File: src/rtl/irq_concentrator.sv
module irq_concentrator #(
  parameter int N_IRQ = 11,
  parameter logic [N_IRQ-1:0] REQ_IMPL = 11'h5FF,
  parameter int MSG_DATA_W = 5
) (
  input  logic             clk,
  input  logic             rst_n,
  input  logic [N_IRQ-1:0] irq_in,
  input  logic             reg_rd,
  input  logic             reg_wr,
  input  logic [2:0]       reg_addr,
  input  logic [31:0]      reg_wdata,
  output logic [31:0]      reg_rdata,
  output logic             msg_valid,
  input  logic             msg_ack,
  output logic [31:0]      msg_addr,
  output logic [31:0]      msg_data
);
  localparam logic [2:0] A_MASK = 3'd0, A_PEND = 3'd1, A_LEVEL = 3'd2, A_REQ = 3'd3, A_TGT = 3'd4;
  localparam logic [31:0] DMASK = (32'd1 << MSG_DATA_W) - 32'd1;
  localparam int PADW = 32 - N_IRQ;

  logic [N_IRQ-1:0] mask_q, pend_q, req_q, prev_q;
  logic [31:0] tgt_q;

  wire rd_req  = reg_rd && reg_addr == A_REQ;
  wire rd_pend = reg_rd && reg_addr == A_PEND;
  wire wr_mask = reg_wr && reg_addr == A_MASK;
  wire wr_tgt  = reg_wr && reg_addr == A_TGT;

  wire [N_IRQ-1:0] edges    = (irq_in ^ prev_q) & mask_q;
  wire [N_IRQ-1:0] req_base = rd_req ? '0 : req_q;
  wire [N_IRQ-1:0] req_new  = edges & REQ_IMPL;
  wire retrig = wr_tgt && |(irq_in & mask_q);
  wire fire   = (req_base == '0 && req_new != '0) || retrig;
  wire busy   = msg_valid && !msg_ack;
  wire [31:0] tgt_src = wr_tgt ? reg_wdata : tgt_q;

  always_ff @(posedge clk or negedge rst_n) begin
    if (!rst_n) begin
      mask_q <= '0; pend_q <= '0; req_q <= '0; prev_q <= '0; tgt_q <= '0;
      msg_valid <= 1'b0; msg_addr <= '0; msg_data <= '0;
    end else begin
      prev_q <= irq_in;
      req_q  <= req_base | req_new;
      pend_q <= (rd_pend ? '0 : pend_q) | edges;
      if (wr_mask) mask_q <= reg_wdata[N_IRQ-1:0];
      if (wr_tgt) tgt_q <= reg_wdata;
      if (fire && !busy) begin
        msg_valid <= 1'b1;
        msg_addr  <= tgt_src & ~DMASK;
        msg_data  <= tgt_src & DMASK;
      end else if (msg_ack) begin
        msg_valid <= 1'b0;
      end
    end
  end

  always_comb begin
    reg_rdata = '0;
    if (reg_rd) begin
      case (reg_addr)
        A_MASK:  reg_rdata = {{PADW{1'b0}}, mask_q};
        A_PEND:  reg_rdata = {{PADW{1'b0}}, pend_q};
        A_LEVEL: reg_rdata = {{PADW{1'b0}}, irq_in};
        A_REQ:   reg_rdata = {{PADW{1'b0}}, req_q};
        A_TGT:   reg_rdata = tgt_q;
        default: reg_rdata = '0;
      endcase
    end
  end

  assert_unimpl_zero_R4: assert property (@(posedge clk) disable iff (!rst_n)
    rd_req |-> (reg_rdata[N_IRQ-1:0] & ~REQ_IMPL) == '0);

  assert_msg_hold_R11: assert property (@(posedge clk) disable iff (!rst_n)
    (msg_valid && !msg_ack) |=> (msg_valid && $stable(msg_addr) && $stable(msg_data)));

  assert_masked_quiet_R3: assert property (@(posedge clk) disable iff (!rst_n)
    (mask_q == '0 && !rd_req) |=> $stable(req_q));

  assert_first_req_sends_R8: assert property (@(posedge clk) disable iff (!rst_n)
    ($rose(|req_q) && !$past(msg_valid)) |-> msg_valid);

  assert_read_clears_R5: assert property (@(posedge clk) disable iff (!rst_n)
    (rd_req && ((irq_in ^ prev_q) & mask_q) == '0) |=> req_q == '0);
endmodule

File: config.mk
export PLATFORM = sky130hd
export DESIGN_NAME = irq_concentrator
export DESIGN_NICKNAME = d
export VERILOG_FILES = /design/src/rtl/irq_concentrator.sv
export SDC_FILE = /design/constraint.sdc
export NUM_CORES = 1
export LEC_CHECK = 0
export CAP_MARGIN = 20
export CELL_PAD_IN_SITES_DETAIL_PLACEMENT = 0
export CELL_PAD_IN_SITES_GLOBAL_PLACEMENT = 1
export CORE_MARGIN = 3
export CORE_UTILIZATION = 50
export DETAILED_ROUTE_END_ITERATION = 16
export DONT_BUFFER_PORTS = 1
export GPL_TIMING_DRIVEN = 1
export PLACE_DENSITY_LB_ADDON = 0.1
export SLEW_MARGIN = 25
export SYNTH_ARGS = -nofsm -noshare
export SYNTH_HDL_FRONTEND = slang
export SYNTH_SLANG_ARGS = --single-unit
File: constraint.sdc
create_clock -name clk -period 2.5 [get_ports clk]
set_clock_uncertainty 0.15 [all_clocks]
set_input_delay 0.25 -clock clk [delete_from_list [all_inputs] [get_ports clk]]
set_output_delay 0.25 -clock clk [all_outputs]
set_load 0.1 [all_outputs]
**Yosys cells after proc, flatten, opt, wreduce, memory -nomap -nowiden**

Cells that the tools add are included.

- Flip-flop bits (word level): 109
- Output and inout bits: 97
- Input port bits: 51

- Equality and inequality tests: 4
- Muxes and demuxes: 7
- Bitwise operators: 5
- Reduce and logical (&&, ||, !) cells: 16

Operators by type and width:

| cell | number |
|---|---|
| $pmux W32 S5 | 1 |
| $mux W32 | 2 |
| $and A11 B11 Y11 | 2 |
| $mux W11 | 2 |
| $or A11 B11 Y11 | 2 |
| $logic_not A11 Y1 | 1 |
| $reduce_bool A11 Y1 | 1 |
| $reduce_or A11 Y1 | 1 |
| $xor A11 B11 Y11 | 1 |
| $logic_and A1 B1 Y1 | 8 |
| $eq A3 B2 Y1 const B | 2 |
| $eq A3 B1 Y1 const B | 1 |
| $eq A3 B3 Y1 const B | 1 |
| $logic_not A3 Y1 | 1 |
| $logic_not A1 Y1 | 2 |
| $mux W1 | 2 |
| $reduce_bool A2 Y1 | 1 |
| $logic_or A1 B1 Y1 | 1 |

**Longest topological paths before layout**

- Word-level depth: 8
- Depth in mapped cells: 8
- Depth with buffers taken out: 6

**Worst setup path before layout**

Ideal clock, no wire load.

- Path type: input to output
- Start point: input port reg_addr[0]
- End point: output port reg_rdata[10]
- Path slack: -0.342 ns
- Buffers on the path: 2
- Stages: 6
- Arrival: 2.442 ns
- Path through: buf_2 -> clkbuf_1 -> mux2_2 -> a22oi_1 -> o22a_1 -> nor2_1

- Cells in the longest elaborated chain, start to end: 3
- Elaborated cells on any way between the ends: 7
- Classes of those cells: eq/ne: 4; mux: 2; reduce/logical: 1

RTL lines:

| item | RTL line | RTL |
|---|---|---|
| start, declared | 11 | `input logic [2:0] reg_addr,` |
| $eq A3 B3 Y1, or another cell as far along | 62 | `case (reg_addr)` |
| $pmux W32 S5 (*) | 62 |  |
| $mux W32 (*) | 61 | `if (reg_rd) begin` |
| end, declared | 13 | `output logic [31:0] reg_rdata,` |

Mark *: on every way between the ends. The rest lies on a longest branch, timed or not.

**Final worst setup path**

- Start point: register req_q[10]
- End point: register msg_data[4]

- Cells in the longest elaborated chain, start to end: 5

RTL lines:

| item | RTL line | RTL |
|---|---|---|
| start, declared | 23 | `logic [N_IRQ-1:0] mask_q, pend_q, req_q, prev_q;` |
| start signal, assigned | 45 | `req_q <= req_base \| req_new;` |
| $mux W11 | 32 | `wire [N_IRQ-1:0] req_base = rd_req ? '0 : req_q;` |
| $logic_not A11 Y1 | 35 | `wire fire = (req_base == '0 && req_new != '0) \|\| retrig;` |
| $logic_and A1 B1 Y1 | 35 |  |
| $logic_or A1 B1 Y1 | 35 |  |
| $logic_and A1 B1 Y1 | 49 | `if (fire && !busy) begin` |
| end signal, assigned | 52 | `msg_data <= tgt_src & DMASK;` |
| end, declared | 17 | `output logic [31:0] msg_data` |

No other way between the ends.
A chain may end at the register's enable or synchronous reset.

==> results.sh <==
export IMPL_outcome="complete, but fails checks"
export IMPL_violations="negative hold slack"
export IMPL_crit_fanout=32
export IMPL_required_ns=2.61
export IMPL_path_clk_slew_ns=0.10
export IMPL_cts_buffer_depth=2
export IMPL_final_hold_viol_count=109
export IMPL_r2r_start="req_q[10]"
export IMPL_power_leakage_nw=2.84
export IMPL_drc=0
export IMPL_wirelength_um=12100
export IMPL_synthMuxAreaShare_pct=21.1
export IMPL_yosys_warnings=0
export IMPL_synth_seq_cells=109
export IMPL_first_pass_iters=4
export IMPL_stdcell_area_mm2=0.00637
export IMPL_synth_xor_area_share_pct=1.88
export IMPL_finalCriticalPeriod_ns=2.32
export IMPL_seqPwrFrac_pct=62.8
export IMPL_core_mm2=0.00986
export IMPL_cts_tree="built"
export IMPL_ys_types=31
export IMPL_clk_latency_ns=0.37
export IMPL_peakVddDrop_uv=853
export IMPL_crit_slowest_cell="dfrtp_1"
export IMPL_synth_top_family_by_area="multiplexers"
export IMPL_grt_overflow=0
export IMPL_seqCellArea_mm2=0.00273
export IMPL_hold_class="in -> async"
export IMPL_grt_max_degree=110
export IMPL_ys_seq_area_share_pct=53.2
export IMPL_maxSlewHeadroom_pct=37.1
export IMPL_grt_pass1_vias=3501
export IMPL_p_int_w=0.00359
export IMPL_drv_slew=0
export IMPL_setup_violations=0
export IMPL_r2r_end="msg_data[4]"
export IMPL_avgSynthCellArea_um2=12.6
export IMPL_arrival_ns=2.42
export IMPL_syn_inst=408
export IMPL_fin_crit_sh_pct=92.7
export IMPL_vias=3272
export IMPL_hold_slack_ns=-0.590
export IMPL_comb_power_share_pct=19.7
export IMPL_path_cells="nor4_2, nand2_1, o41ai_2, o31ai_2, a21oi_4, buf_12, mux2_2"
export IMPL_r2r_cells=7
export IMPL_synth_compound_area_share_pct=7.19
export IMPL_final_core_util_pct=64.5
export IMPL_worst_pin_slew_ns=0.943
export IMPL_io_pins=148
export IMPL_diodes=0
export IMPL_most_common_layout_cells="dfrtp_1 (109), nand2_1 (55), mux2_2 (55)"
export IMPL_p_clk_share_pct=17.6
export IMPL_slowest_delay_ns=0.42
export IMPL_synth_fa_ha_area_share_pct=0
export IMPL_fmax_mhz=432
export IMPL_first_iter_violations=151
export IMPL_grt_pass1_wl_um=19500
export IMPL_syn_to_final_growth_pct=24.1
export IMPL_post_cts_buffers=0
export IMPL_rrSetupSlack_ns=0.18
export IMPL_total_power_w=0.00730
export IMPL_dp_hpwl_um=8120
export IMPL_endpoint_kind="register"
export IMPL_crit_type="reg -> reg"
export IMPL_cts_hold_buf=44
export IMPL_die_w_um=107
export IMPL_cts_root_buf="clkbuf_8"
export IMPL_place_area_mm2=0.00568
export IMPL_drive_above_1_share_pct=32.9
export IMPL_cts_buffers_inserted=9
export IMPL_viasPerCell=5.29
export IMPL_rsz0062_at_grt="false"
export IMPL_fillers=785
export IMPL_finalSetupTns_ns=0
export IMPL_io_buffers=0
export IMPL_nNetsFinal=532
export IMPL_core_rowCount=36
export IMPL_p_sw_w=0.00371
export IMPL_antenna_found_initial=0
export IMPL_final_common_cell="dfrtp_1"
export IMPL_ctsResizeCount=0
export IMPL_wire_per_inst_um=19.6
export IMPL_die_y_um=107
export IMPL_gp_congestion=0.832
export IMPL_die_area_mm2=0.0115
export IMPL_clock_sinks=109
export IMPL_drv_cap=0
export IMPL_synthSimpleGateAreaFrac_pct=9.61
export IMPL_start_kind="register"
export IMPL_grt_util_all_layers_pct=21.9
export IMPL_htree_levels=3
export IMPL_multi_input_area_mm2=0.00219
export IMPL_final_antenna_net_count=0
export IMPL_swShare_pct=50.8
export IMPL_synthesis_area_mm2=0.00513
export IMPL_initial_utilization_pct=52.0
export IMPL_power_density_mw_per_mm2=1150
-- cell usage after synthesis --
library cell	count	share of area, %
a22oi_1	25	3.7
buf_2	6	0.59
buf_4	32	4.7
nand3b_1	2	0.29
and3_1	2	0.24
nand4_1	2	0.24
nor2b_1	2	0.24
a21oi_4	1	0.32
conb_1	1	0.073
o22a_1	11	1.9
nor2_1	12	0.88
nand3_1	2	0.20
a221oi_1	1	0.17
nor4b_1	1	0.17
mux2_2	55	12
dfrtp_1	109	53
o21ai_0	1	0.097
nand2_1	55	4.0
and2_1	22	2.7
nor4_2	2	0.49
buf_6	4	0.88
and2b_1	1	0.15
mux2_4	30	8.8
o31ai_2	1	0.24
xor2_1	11	1.9
clkbuf_1	11	0.80
o41ai_2	1	0.32
buf_1	1	0.073
o21ai_2	1	0.17
mux2_1	1	0.22
a22o_1	2	0.34
-- worst max-delay path by stage --
stage	cells past startpoint	slack (ns)	endpoint	start
2_1_floorplan	6	0.1	reg_rdata[10]	reg_addr[0]
3_3_place_gp	7	0.24	msg_data[4]	req_q[7]
3_5_place_dp	7	0.21	msg_data[4]	req_q[10]
4_1_cts	7	0.18	msg_data[4]	req_q[10]
5_1_grt	7	0.07	msg_data[4]	req_q[10]
6_report	7	0.18	msg_data[4]	req_q[10]
-- worst max-delay path, delay by kind of cell (launching register included) --
family | cells | cell delay, ns
compound gates | 3 | 0.58
buf+inv | 1 | 0.26
flops | 1 | 0.42
mux | 1 | 0.37
simple gates | 2 | 0.38
-- flip-flops by register name, summed over array words and instances, names as in the netlist --
name and cells:
tgt_q 32, msg_addr 27, mask_q 11, pend_q 11, prev_q 11, req_q 11
msg_data 5, msg_valid 1
-- area by class of cell --
class	count	area share (%)
Clock buffer	9	1.95
Clock inverter	7	1.89
Multi-Input combinational cell	276	34.4
Sequential cell	109	42.8
Tap cell	133	2.61
Timing Repair Buffer	85	16.3
-- cells by family (layout without fill, tap and decap cells) --
group           count (synthesis)  count (layout)
simple gates                  103             103
buf+inv                        54             101
compound gates                 44              44
xor+xnor                       11              11
flops                         109             109
mux                            86              86
other cells                     1              32
-- metal layers --
metal | part of all wire (%) | vias up | track usage, %
li1 | - | 1493 | -
met1 | 44 | 1656 | 30.4
met2 | 47 | 113 | 33.8
met3 | 7.4 | 10 | 5.52
met4 | 1.2 | 0 | 7.21
met5 | 0 | - | 0
-- power groups by stage --
stage | clock network [W] | logic (W) | registers, W
2_1_floorplan | 0 | 0.00123 | 0.00448
6_report | 0.00128 | 0.00143 | 0.00458
3_5_place_dp | 0 | 0.00138 | 0.00461
5_1_grt | 0.00137 | 0.00153 | 0.00464
4_1_cts | 0.00131 | 0.00144 | 0.00459
3_3_place_gp | 0 | 0.00135 | 0.00461
-- through the flow --
stage	setup WS [ns]	std cells	hold slack [ns]
2_1_floorplan	0.0986	439	-0.196
3_3_place_gp	0.240	559	-0.192
3_5_place_dp	0.208	559	-0.192
4_1_cts	0.177	619	-0.609
5_1_grt	0.0663	619	-0.610
6_report	0.184	619	-0.590
(Power assumes the default switching activity.)
